<file path="config.mk">
export PLATFORM = sky130hd
export DESIGN_NAME = cq_ptr_mgr
export DESIGN_NICKNAME = d
export VERILOG_FILES = /design/src/rtl/cqpm_pkg.sv /design/src/rtl/cqpm_qlane.sv /design/src/rtl/cqpm_port.sv /design/src/rtl/cq_ptr_mgr.sv
export SDC_FILE = /design/constraint.sdc
export NUM_CORES = 1
export LEC_CHECK = 0
export BUFFER_PORTS_ARGS = -buffer_cell sky130_fd_sc_hd__buf_4
export CORE_ASPECT_RATIO = 1.2
export CORE_MARGIN = 2
export CORE_UTILIZATION = 46
export CTS_BUF_LIST = sky130_fd_sc_hd__clkbuf_4 sky130_fd_sc_hd__clkbuf_8 sky130_fd_sc_hd__clkbuf_16
export DETAILED_ROUTE_END_ITERATION = 10
export MAX_ROUTING_LAYER = met4
export PLACE_DENSITY = 0.72
export SETUP_SLACK_MARGIN = 0.4
export SLEW_MARGIN = 0
export SYNTH_ARGS = -nofsm -noshare
export SYNTH_HDL_FRONTEND = slang
export SYNTH_SLANG_ARGS = --single-unit
</file>
<file path="constraint.sdc">
create_clock -name clk -period 5 [get_ports clk]
set_input_delay 0.25 -clock clk [delete_from_list [all_inputs] [get_ports clk]]
set_output_delay 0.25 -clock clk [all_outputs]
set_load 0.02 [all_outputs]
</file>
<file path="src/rtl/cqpm_pkg.sv">
package cqpm_pkg;

    // address split: region | chunk | entry
    localparam int ENTRY_W  = 5;
    localparam int SLOT_W   = 5;
    localparam int REGION_W = 5;
    localparam int OFF_W    = ENTRY_W + SLOT_W;
    localparam int ADDR_W   = REGION_W + OFF_W;
    localparam int CNT_W    = OFF_W + 1;

    typedef struct packed {
        logic [REGION_W-1:0] region;
        logic [SLOT_W-1:0]   first;
        logic [SLOT_W-1:0]   last;
    } qbound_t;

    // offset of entry 0 in the first chunk
    function automatic logic [OFF_W-1:0] home_off(qbound_t b);
        return {b.first, {ENTRY_W{1'b0}}};
    endfunction

    // advance a pointer by one entry, wrapping from the last chunk's top entry
    function automatic logic [OFF_W-1:0] step_off(logic [OFF_W-1:0] off, qbound_t b);
        if (off == {b.last, {ENTRY_W{1'b1}}})
            return home_off(b);
        return off + OFF_W'(1);
    endfunction

    // number of entries a well-formed queue holds
    function automatic logic [CNT_W-1:0] span_entries(qbound_t b);
        logic [CNT_W-1:0] chunks;
        chunks = CNT_W'(b.last) - CNT_W'(b.first) + CNT_W'(1);
        return chunks << ENTRY_W;
    endfunction

    function automatic logic bounds_bad(qbound_t b);
        return b.last < b.first;
    endfunction

endpackage

</file>
<file path="src/rtl/cqpm_qlane.sv">
module cqpm_qlane
    import cqpm_pkg::*;
(
    input  logic              clk,
    input  logic              rst,
    input  logic              load,
    input  qbound_t           load_bnd,
    input  logic              enq_go,
    input  logic              deq_go,
    output logic [ADDR_W-1:0] wr_addr,
    output logic [ADDR_W-1:0] rd_addr,
    output logic              empty,
    output logic              full,
    output logic              bad
);

    qbound_t           bnd_q;
    logic              bad_q;
    logic [OFF_W-1:0]  head_q;
    logic [OFF_W-1:0]  tail_q;
    logic [CNT_W-1:0]  cnt_q;

    always_ff @(posedge clk) begin
        if (rst) begin
            bnd_q  <= '0;
            bad_q  <= 1'b0;
            head_q <= '0;
            tail_q <= '0;
            cnt_q  <= '0;
        end else if (load) begin
            bnd_q  <= load_bnd;
            bad_q  <= bounds_bad(load_bnd);
            head_q <= home_off(load_bnd);
            tail_q <= home_off(load_bnd);
            cnt_q  <= '0;
        end else begin
            if (enq_go)
                tail_q <= step_off(tail_q, bnd_q);
            if (deq_go)
                head_q <= step_off(head_q, bnd_q);
            case ({enq_go, deq_go})
                2'b10:   cnt_q <= cnt_q + CNT_W'(1);
                2'b01:   cnt_q <= cnt_q - CNT_W'(1);
                default: cnt_q <= cnt_q;
            endcase
        end
    end

    assign wr_addr = {bnd_q.region, tail_q};
    assign rd_addr = {bnd_q.region, head_q};
    assign empty   = (cnt_q == '0);
    assign full    = !bad_q && (cnt_q == span_entries(bnd_q));
    assign bad     = bad_q;

endmodule

</file>
<file path="src/rtl/cqpm_port.sv">
module cqpm_port
    import cqpm_pkg::*;
#(
    parameter int NUM_Q = 8,
    parameter int QID_W = 3
) (
    input  logic                         clk,
    input  logic                         rst,
    input  logic                         req,
    input  logic [QID_W-1:0]             req_qid,
    input  logic [NUM_Q-1:0]             stop,
    input  logic [NUM_Q-1:0]             bad,
    input  logic                         cfg_we,
    input  logic [QID_W-1:0]             cfg_qid,
    input  logic [NUM_Q-1:0][ADDR_W-1:0] ptr_addr,
    output logic [NUM_Q-1:0]             go,
    output logic                         ok,
    output logic                         err,
    output logic [ADDR_W-1:0]            addr
);

    logic [NUM_Q-1:0]  hit;
    logic              sel_block;
    logic [ADDR_W-1:0] sel_addr;
    logic              accept;

    for (genvar k = 0; k < NUM_Q; k++) begin : g_hit
        assign hit[k] = (req_qid == QID_W'(k));
    end

    always_comb begin
        sel_block = 1'b1;
        sel_addr  = '0;
        for (int k = 0; k < NUM_Q; k++) begin
            if (hit[k]) begin
                sel_block = stop[k] | bad[k];
                sel_addr  = ptr_addr[k];
            end
        end
    end

    assign accept = req && !sel_block && !(cfg_we && (cfg_qid == req_qid));
    assign go     = accept ? hit : '0;

    always_ff @(posedge clk) begin
        if (rst) begin
            ok   <= 1'b0;
            err  <= 1'b0;
            addr <= '0;
        end else begin
            ok  <= accept;
            err <= req && !accept;
            if (accept)
                addr <= sel_addr;
        end
    end

endmodule

</file>
<file path="src/rtl/cq_ptr_mgr.sv">
module cq_ptr_mgr
    import cqpm_pkg::*;
#(
    parameter  int NUM_Q = 8,
    localparam int QID_W = $clog2(NUM_Q)
) (
    input  logic                clk,
    input  logic                rst,
    input  logic                cfg_we,
    input  logic [QID_W-1:0]    cfg_qid,
    input  logic [REGION_W-1:0] cfg_region,
    input  logic [SLOT_W-1:0]   cfg_first,
    input  logic [SLOT_W-1:0]   cfg_last,
    input  logic                enq_vld,
    input  logic [QID_W-1:0]    enq_qid,
    input  logic                deq_vld,
    input  logic [QID_W-1:0]    deq_qid,
    output logic                enq_ok,
    output logic                enq_err,
    output logic [ADDR_W-1:0]   enq_addr,
    output logic                deq_ok,
    output logic                deq_err,
    output logic [ADDR_W-1:0]   deq_addr,
    output logic [NUM_Q-1:0]    q_empty,
    output logic [NUM_Q-1:0]    q_full,
    output logic [NUM_Q-1:0]    q_cfg_err
);

    qbound_t                     new_bnd;
    logic [NUM_Q-1:0]            enq_go;
    logic [NUM_Q-1:0]            deq_go;
    logic [NUM_Q-1:0][ADDR_W-1:0] wr_vec;
    logic [NUM_Q-1:0][ADDR_W-1:0] rd_vec;

    assign new_bnd = '{region: cfg_region, first: cfg_first, last: cfg_last};

    for (genvar k = 0; k < NUM_Q; k++) begin : g_lane
        cqpm_qlane u_lane (
            .clk      (clk),
            .rst      (rst),
            .load     (cfg_we && (cfg_qid == QID_W'(k))),
            .load_bnd (new_bnd),
            .enq_go   (enq_go[k]),
            .deq_go   (deq_go[k]),
            .wr_addr  (wr_vec[k]),
            .rd_addr  (rd_vec[k]),
            .empty    (q_empty[k]),
            .full     (q_full[k]),
            .bad      (q_cfg_err[k])
        );
    end

    cqpm_port #(.NUM_Q(NUM_Q), .QID_W(QID_W)) u_enq_port (
        .clk      (clk),
        .rst      (rst),
        .req      (enq_vld),
        .req_qid  (enq_qid),
        .stop     (q_full),
        .bad      (q_cfg_err),
        .cfg_we   (cfg_we),
        .cfg_qid  (cfg_qid),
        .ptr_addr (wr_vec),
        .go       (enq_go),
        .ok       (enq_ok),
        .err      (enq_err),
        .addr     (enq_addr)
    );

    cqpm_port #(.NUM_Q(NUM_Q), .QID_W(QID_W)) u_deq_port (
        .clk      (clk),
        .rst      (rst),
        .req      (deq_vld),
        .req_qid  (deq_qid),
        .stop     (q_empty),
        .bad      (q_cfg_err),
        .cfg_we   (cfg_we),
        .cfg_qid  (cfg_qid),
        .ptr_addr (rd_vec),
        .go       (deq_go),
        .ok       (deq_ok),
        .err      (deq_err),
        .addr     (deq_addr)
    );

endmodule

</file>
-- Word-level counts from Yosys, hierarchy flattened
Cells that the tools add are included.
- input port bits: 29
- output and inout port bits: 58
- logic and storage cells: 457
- bits in registers: 410
- bitwise operators: 16
- equal/unequal tests: 63
- muxes and demuxes: 170
- order comparisons: 1
- add/sub/neg operators: 48
- reductions and logical operators: 81
- operator list (cell ; number):
    $mux 10 ; 64
    $mux 15 ; 16
    $pmux 11 s2 ; 8
    $add 10x1->10 const B ; 16
    $eq 10x10->1 ; 16
    $add 11x1->11 const B ; 8
    $eq 11x11->1 ; 8
    $logic_not 11->1 ; 8
    $sub 11x1->11 const B ; 8
    $mux 1 ; 80
    $add 6x1->6 const B ; 8
    $reduce_bool 2->1 ; 24
    $sub 5x5->6 ; 8
    $eq 3x3->1 const B ; 12
    $logic_and 1x1->1 ; 24
    $eq 3x2->1 const B ; 6
    $eq 2x1->1 const B ; 8
    $eq 2x2->1 const B ; 8
    $mux 8 ; 2
    $or 1x1->1 ; 16
    $reduce_or 2->1 ; 8
    $logic_not 1->1 ; 14
    $eq 3x1->1 const B ; 3
    $logic_not 3->1 ; 3
    other kinds (2) ; 3

-- Depth between registers and ports, before layout
- depth after elaboration: 23
- mapped depth: 26
- gate-level depth less buffers: 25

-- Cells and area by module
Synthesis repeated with hierarchy kept, for this count alone.
- cell total of the unflattened synthesis: 3734
- area, all modules: 30092.6 µm²
- by module, submodules not included (module ; area an instance (µm²) ; sequential area each (µm²) ; cells each ; instances):
    cqpm_qlane at g_lane[0].u_lane ... ; 3253.1 ; 940.9 ; 401 ; 6
    cqpm_qlane at g_lane[6].u_lane ... ; 3275.6 ; 940.9 ; 402 ; 2
    cqpm_port ; 1963.1 ; 340.3 ; 258 ; 2
    cq_ptr_mgr ; 96.3 ; 0.0 ; 8 ; 1

-- Worst setup path after synthesis
OpenSTA, ideal clock, no wires.
- path type: reg-to-reg
- start: register g_lane[0].u_lane.bnd_q[1] (netlist name)
- end: register g_lane[1].u_lane.cnt_q[10]
- data required time: 4873 ps
- setup time: 127 ps
- path buffers: 1
- arrival time: 5125 ps
- slack: -252 ps
- cell stages (with the launch flop): 26
- period minus slack after synthesis: 5252 ps
- path through: dfxtp_1 inv_1 ha_1 inv_1 ha_1 inv_1 fa_1 xor3_1 nand4_1 and4bb_1 a21oi_2 nor4_4 o211ai_4 nand3_2 buf_4 ha_1 fa_1 a21o_1 a21oi_1 o21bai_1 a21oi_1 o21bai_1 a211oi_1 or2_2 a21oi_1 or3_1
- cells in the longest elaborated chain, start to end: 19
- elaborated cells on any way between the ends: 21
- those cells by class: add/sub (2); eq/ne (3); mux (10); bitwise (1); reduce/logical (5)
- ends and longest elaborated chain (element ; RTL line ; text):
    from (decl) ; cqpm_qlane.sv:17 ; qbound_t bnd_q;
    from (signal assigned) ; cqpm_qlane.sv:31 ; bnd_q <= load_bnd;
    $sub 5x5->6 (*) ; cqpm_pkg.sv:32 ; chunks = CNT_W'(b.last) - CNT_W'(b.first) + CNT_W'(1);
    $add 6x1->6 (*) ; cqpm_pkg.sv:32 ;
    $eq 11x11->1 (*) ; cqpm_qlane.sv:52 ; assign full = !bad_q && (cnt_q == span_entries(bnd_q));
    $logic_and 1x1->1 (*) ; cqpm_qlane.sv:52 ;
    $or 1x1->1 (*) ; cqpm_port.sv:36 ; sel_block = stop[k] | bad[k];
    $mux 1 (*) (8 in a row) ; cqpm_port.sv:35 ; if (hit[k]) begin
    $logic_not 1->1 (*) ; cqpm_port.sv:42 ; assign accept = req && !sel_block && !(cfg_we && (cfg_qid == req_qid));
    $logic_and 1x1->1 (*) (2 in a row) ; cqpm_port.sv:42 ;
    $mux 8 (*) ; cqpm_port.sv:43 ; assign go = accept ? hit : '0;
    $eq 2x1->1 or $eq 2x2->1 (tied branches) ; cqpm_qlane.sv:41 ; case ({enq_go, deq_go})
    $pmux 11 s2 or $reduce_bool 2->1 (tied branches) ; n/a ;
    to (signal assigned) ; cqpm_qlane.sv:42 ; 2'b10: cnt_q <= cnt_q + CNT_W'(1);
    to (signal assigned) ; cqpm_qlane.sv:43 ; 2'b01: cnt_q <= cnt_q - CNT_W'(1);
    to (signal assigned) ; cqpm_qlane.sv:44 ; default: cnt_q <= cnt_q;
    to (decl) ; cqpm_qlane.sv:21 ; logic [CNT_W-1:0] cnt_q;
Mark *: on every way between the ends. The rest lies on a longest branch, timed or not.
A chain may end at the register's enable or synchronous reset.

-- Final worst setup path
- start: register g_lane[3].u_lane.bnd_q[8] (netlist name)
- end: register g_lane[3].u_lane.cnt_q[10]
- cells in the longest elaborated chain, start to end: 16
- elaborated cells on any way between the ends: 18
- those cells by class: add/sub (2); eq/ne (3); mux (7); bitwise (1); reduce/logical (5)
- ends and longest elaborated chain (element ; RTL line):
    from (decl) ; cqpm_qlane.sv:17
    from (signal assigned) ; cqpm_qlane.sv:31
    $sub 5x5->6 (*) ; cqpm_pkg.sv:32
    $add 6x1->6 (*) ; cqpm_pkg.sv:32
    $eq 11x11->1 (*) ; cqpm_qlane.sv:52
    $logic_and 1x1->1 (*) ; cqpm_qlane.sv:52
    $or 1x1->1 (*) ; cqpm_port.sv:36
    $mux 1 (*) (5 in a row) ; cqpm_port.sv:35
    $logic_not 1->1 (*) ; cqpm_port.sv:42
    $logic_and 1x1->1 (*) (2 in a row) ; cqpm_port.sv:42
    $mux 8 (*) ; cqpm_port.sv:43
    $eq 2x1->1 or $eq 2x2->1 (tied branches) ; cqpm_qlane.sv:41
    $pmux 11 s2 or $reduce_bool 2->1 (tied branches) ; n/a
    to (signal assigned) ; cqpm_qlane.sv:42
    to (signal assigned) ; cqpm_qlane.sv:43
    to (signal assigned) ; cqpm_qlane.sv:44
    to (decl) ; cqpm_qlane.sv:21
Marks and branches as above.

==> run_summary.xml <==
<?xml version="1.0" encoding="UTF-8"?>
<metrics>
  <group name="synth">
    <metric name="ys_warn_count" unit="">0</metric>
    <metric name="netlist_instances" unit="">3517</metric>
    <metric name="synth.lib_cells_used.distinct" unit="">96</metric>
    <metric name="fraction_of_synthesis_flops_using_an_asynchronous_set_or_reset_pin" unit="">0</metric>
    <metric name="post_synth_instance_area" unit="sq um">27200</metric>
    <metric name="synth_top_area_cell" unit="">dfxtp_1</metric>
    <metric name="synth_seq_area_share" unit="">0.302</metric>
    <metric name="synth_largest_type_area_fraction" unit="">0.302</metric>
    <metric name="synthesis.nets" unit="">3734</metric>
    <metric name="synth_xor_xnor_area_share" unit="">0.0824</metric>
    <metric name="synth_compound_area_frac" unit="">0.190</metric>
    <metric name="postSynthAreaPerCell" unit="sq um">7.73</metric>
    <metric name="synth_enable_flop_cells" unit="">0</metric>
    <metric name="combinational_family_with_the_most_area_after_synthesis" unit="">simple AND/OR/NAND/NOR gates</metric>
    <metric name="muxShareOfSynthArea" unit="">0.0484</metric>
    <metric name="yosys_most_used_dff" unit="">dfxtp_1</metric>
    <metric name="ys_seq_elements" unit="">410</metric>
    <metric name="synth_simple_gate_area_share" unit="">0.225</metric>
    <metric name="synth.top_cells.by_area" unit="">dfxtp_1 (30%), a21oi_1 (8.1%), ha_1 (7.9%)</metric>
    <metric name="synth_fa_ha_area_frac" unit="">0.0909</metric>
  </group>
  <group name="final_layout">
    <metric name="post_route_cells_drive_above_1_share" unit="">0.185</metric>
    <metric name="layout.filler_cells" unit="">5289</metric>
    <metric name="areaGrowthSynthToFinish" unit="%">19.3</metric>
    <metric name="mostFrequentLayoutCells" unit="">nand2_1 (497), a21oi_1 (406), dfxtp_1 (395)</metric>
    <metric name="final_nets" unit="">3864</metric>
    <metric name="leading_cell_type_in_the_layout_fill_and_taps_excluded" unit="">nand2_1</metric>
  </group>
  <group name="cts">
    <metric name="clock_tree_from_tritoncts" unit="">yes</metric>
    <metric name="clk_pin_slew_worst_paths" unit="ns">0.06</metric>
    <metric name="cts_buffers" unit="">46</metric>
    <metric name="cts_root_buf" unit="">clkbuf_16</metric>
    <metric name="clock_path_buffers" unit="">3</metric>
    <metric name="htree_levels" unit="">2</metric>
    <metric name="tritoncts_num_sinks" unit="">410</metric>
    <metric name="clock_insertion_delay_worst_skew" unit="ns">0.60</metric>
  </group>
  <group name="setup_path">
    <metric name="critPathLaunchType" unit="">register</metric>
    <metric name="worst-endpoint-arrival" unit="ns">5.70</metric>
    <metric name="setup.worst_path.end_class" unit="">register</metric>
    <metric name="r2r_slack" unit="ns">-0.16</metric>
    <metric name="bufs_and_invs_on_worst_path" unit="">5</metric>
    <metric name="crit-reg2reg-capture" unit="">g_lane[3].u_lane.cnt_q[10]$_SDFFE_PP0P_</metric>
    <metric name="critical_path.max_stage_delay" unit="ns">0.45</metric>
    <metric name="largest_driver_fanout_on_the_critical_path" unit="">4</metric>
    <metric name="cp.required" unit="ns">5.54</metric>
    <metric name="crit_type" unit="">register to register</metric>
    <metric name="r2r_start" unit="">g_lane[3].u_lane.bnd_q[8]$_SDFFE_PP0P_</metric>
    <metric name="critical_path.slowest_cell" unit="">a2111oi_2</metric>
    <metric name="ff2ff_path_depth" unit="">25</metric>
    <metric name="cp_top_delay_family" unit="">compound AO/OA/AOI/OAI gates</metric>
  </group>
  <group name="placement">
    <metric name="placement.io_buffers" unit="">86</metric>
    <metric name="dp_hpwl" unit="mm">63.5</metric>
    <metric name="global_placer_s_final_weighted_congestion" unit="">0.990</metric>
  </group>
  <group name="sta">
    <metric name="period_share" unit="">1.03</metric>
    <metric name="setup_viol" unit="">8</metric>
    <metric name="timing_worst_slew_pin_value" unit="ns">1.17</metric>
    <metric name="final-max-slew-violation-count" unit="">0</metric>
    <metric name="fin_tns_setup" unit="ns">-0.760</metric>
    <metric name="grt_setup_unrepaired" unit="">true</metric>
    <metric name="timing.fmax" unit="MHz">194</metric>
    <metric name="final_hold_fails" unit="">0</metric>
    <metric name="final_period_minus_worst_setup_slack" unit="ns">5.16</metric>
    <metric name="slew_headroom" unit="">0.219</metric>
    <metric name="finalHoldWorstSlack" unit="ns">0.0812</metric>
    <metric name="finalClockSkew" unit="ns">0.0106</metric>
    <metric name="fin_ws" unit="ns">-0.165</metric>
  </group>
  <group name="routing">
    <metric name="met3_wirelength" unit="mm">8.17</metric>
    <metric name="vias_per_cell" unit="">6.00</metric>
    <metric name="drt-met1-wl" unit="mm">37.1</metric>
    <metric name="route.detailed.drc" unit="">0</metric>
    <metric name="routed_wire_length_per_instance" unit="um">20.6</metric>
    <metric name="detailroute.via_count" unit="">26819</metric>
    <metric name="routed_wl" unit="mm">92.0</metric>
    <metric name="met2WireLength" unit="mm">41.5</metric>
    <metric name="final_antenna_net_count" unit="">0</metric>
    <metric name="top_layer_used" unit="">met4</metric>
    <metric name="drt_iter0_markers" unit="">2669</metric>
    <metric name="drt_first_pass_iters" unit="">6</metric>
  </group>
  <group name="global_routing">
    <metric name="grt_use_total" unit="">0.298</metric>
    <metric name="grt_start_max_net_pins" unit="">78</metric>
    <metric name="grt_pass1_wl" unit="mm">140</metric>
    <metric name="grt-ovfl-total" unit="">0</metric>
    <metric name="antenna_violations_before_repair" unit="">4</metric>
    <metric name="first_global_vias" unit="">24687</metric>
  </group>
  <group name="die">
    <metric name="chipWidth" unit="um">226</metric>
    <metric name="ios" unit="">87</metric>
    <metric name="die-area" unit="sq um">61100</metric>
    <metric name="core-area" unit="sq um">58400</metric>
    <metric name="num_rows" unit="">97</metric>
    <metric name="initial_core_util" unit="">0.466</metric>
    <metric name="die_h" unit="um">270</metric>
  </group>
  <group name="pwr">
    <metric name="maximum_resistive_drop_on_vdd" unit="V">0.000254</metric>
    <metric name="sequentialPowerShare" unit="">0.419</metric>
    <metric name="power_density_cells" unit="nW/um^2">251</metric>
    <metric name="power.internal" unit="mW">5.99</metric>
    <metric name="power_switching_share" unit="">0.265</metric>
    <metric name="comb_power_share" unit="">0.120</metric>
    <metric name="clkPwrFrac" unit="">0.462</metric>
    <metric name="cellLeakagePower" unit="nW">12.3</metric>
    <metric name="p_sw" unit="mW">2.16</metric>
  </group>
  <group name="run">
    <metric name="maxCapViolCount" unit="">0</metric>
  </group>
  <group name="worst_hold_path">
    <metric name="hold_start" unit="">cfg_last[2]</metric>
    <metric name="worstHoldPathCells" unit="">3</metric>
    <metric name="min_to" unit="">g_lane[2].u_lane.bnd_q[2]$_SDFFE_PP0P_</metric>
    <metric name="worst_hold_path_type" unit="">input pin to register</metric>
  </group>
  <group name="run_status">
    <metric name="outcome" unit="">finished, violations left</metric>
    <metric name="failing_checks" unit="">setup timing</metric>
  </group>
</metrics>
==> registers in the layout, summed over array words and instances (netlist names) <==
name and count:
g_lane.u_lane.bad 8, g_lane.u_lane.bnd_q 80, g_lane.u_lane.cnt_q 88, g_lane.u_lane.head_q 80
g_lane.u_lane.rd_addr 40, g_lane.u_lane.tail_q 80, u_deq_port.addr 15, u_deq_port.err 1
u_deq_port.ok 1, u_enq_port.addr 15, u_enq_port.err 1, u_enq_port.ok 1
==> Yosys cell counts (22+ instances only) <==
cell type,n
a211oi_1,22
a21o_1,27
a21oi_1,442
a31oi_1,37
and3_1,43
buf_1,25
buf_2,23
buf_4,38
clkbuf_1,143
dfxtp_1,410
ha_1,172
inv_1,141
mux2i_1,65
mux4_2,24
nand2_1,498
nand3_1,126
nand4_1,59
nor2_1,340
nor2b_1,22
nor3_1,59
o21ai_0,145
o22ai_1,24
or3_1,24
xnor2_1,136
xor2_1,117
==> power groups by stage <==
| stage | Clock, mW | Sequential [mW] | Combinational [mW] |
|---|---|---|---|
| 6_report | 3.77 | 3.41 | 0.977 |
| 5_1_grt | 3.91 | 3.42 | 1.04 |
| 4_1_cts | 3.79 | 3.41 | 0.916 |
| 3_5_place_dp | 0 | 3.48 | 0.870 |
| 3_3_place_gp | 0 | 3.48 | 0.862 |
| 2_1_floorplan | 0 | 3.46 | 0.579 |
==> worst max-delay path by stage <==
stage | start | endpoint | cells past startpoint
after floorplan | g_lane[1].u_lane.bnd_q[1]$_SDFFE_PP0P_ | g_lane[1].u_lane.cnt_q[10]$_SDFFE_PP0P_ | 25
after global placement | g_lane[3].u_lane.bnd_q[1]$_SDFFE_PP0P_ | g_lane[3].u_lane.cnt_q[10]$_SDFFE_PP0P_ | 28
after detailed placement | g_lane[2].u_lane.bnd_q[1]$_SDFFE_PP0P_ | g_lane[3].u_lane.cnt_q[10]$_SDFFE_PP0P_ | 28
after CTS | g_lane[1].u_lane.bnd_q[1]$_SDFFE_PP0P_ | g_lane[3].u_lane.cnt_q[9]$_SDFFE_PP0P_ | 27
after global routing | g_lane[3].u_lane.bnd_q[8]$_SDFFE_PP0P_ | g_lane[3].u_lane.cnt_q[10]$_SDFFE_PP0P_ | 25
final | g_lane[3].u_lane.bnd_q[8]$_SDFFE_PP0P_ | g_lane[3].u_lane.cnt_q[10]$_SDFFE_PP0P_ | 25
==> per-stage QoR <==
stage	total power, mW	utilization	cell area, sq um	std cells	worst slack (ns)
after floorplan	4.04	-	27500	3517	0.151
final	8.16	0.556	32400	4473	-0.165
after global placement	4.34	0.499	29100	4302	0.0715
after global routing	8.37	0.556	32400	4473	-0.335
after CTS	8.12	0.542	31700	4437	0.164
after detailed placement	4.35	0.499	29100	4302	-0.0458
==> cell type report <==
type | count | area [sq um] | share of cell area
Multi-Input combinational cell | 2722 | 18500 | 0.571
Sequential cell | 410 | 8230 | 0.254
Timing Repair Buffer | 318 | 2470 | 0.0762
Clock buffer | 65 | 1400 | 0.0432
Tap cell | 792 | 991 | 0.0305
Inverter | 149 | 573 | 0.0177
Clock inverter | 13 | 243 | 0.00748
Antenna cell | 4 | 10.0 | 0.000309
==> worst reg2reg max path, stage by stage, from the launching register on <==
cell       delay, ns
dfxtp_1         0.42
inv_1           0.08
ha_1            0.29
ha_1            0.35
nor2b_1         0.15
o21ai_0         0.38
nand3_1         0.26
a2111oi_2       0.45
buf_4           0.21
a211o_4         0.13
o211ai_4        0.09
buf_6           0.16
buf_6           0.12
nand3_4         0.08
ha_4            0.20
inv_4           0.04
fa_2            0.36
nor2b_4         0.14
o21ai_2         0.08
a21boi_2        0.18
o21ai_2         0.10
a21boi_2        0.22
o21a_1          0.20
o31ai_2         0.09
a211o_1         0.27
nand3_1         0.07
==> cell families after synthesis <==
family,count (synthesis)
AO/OA/AOI/OAI,865
buffers and inverters,385
flip-flops,410
multiplexers,100
XOR/XNOR,254
AND/OR/NAND/NOR,1315
adder cells (fa/ha/maj),188
==> what timing repair did <==
action / 4_1_cts / 5_1_grt
endpoints found under the setup margin: 40 / 49
buffers inserted: 51 / 32
pin swaps: 74 / 113
hold buffers: 6 / 0
resized for setup: 84 / 118
endpoints found under the hold margin: 41 / 0
==> layer usage <==
layer / up-vias / global-route usage
li1: 12615 / -
met1: 12688 / 0.378
met2: 1234 / 0.451
met3: 282 / 0.0544
met4: 0 / 0.157
met5: - / -
No activity file was read; power rests on OpenSTA's default activity.
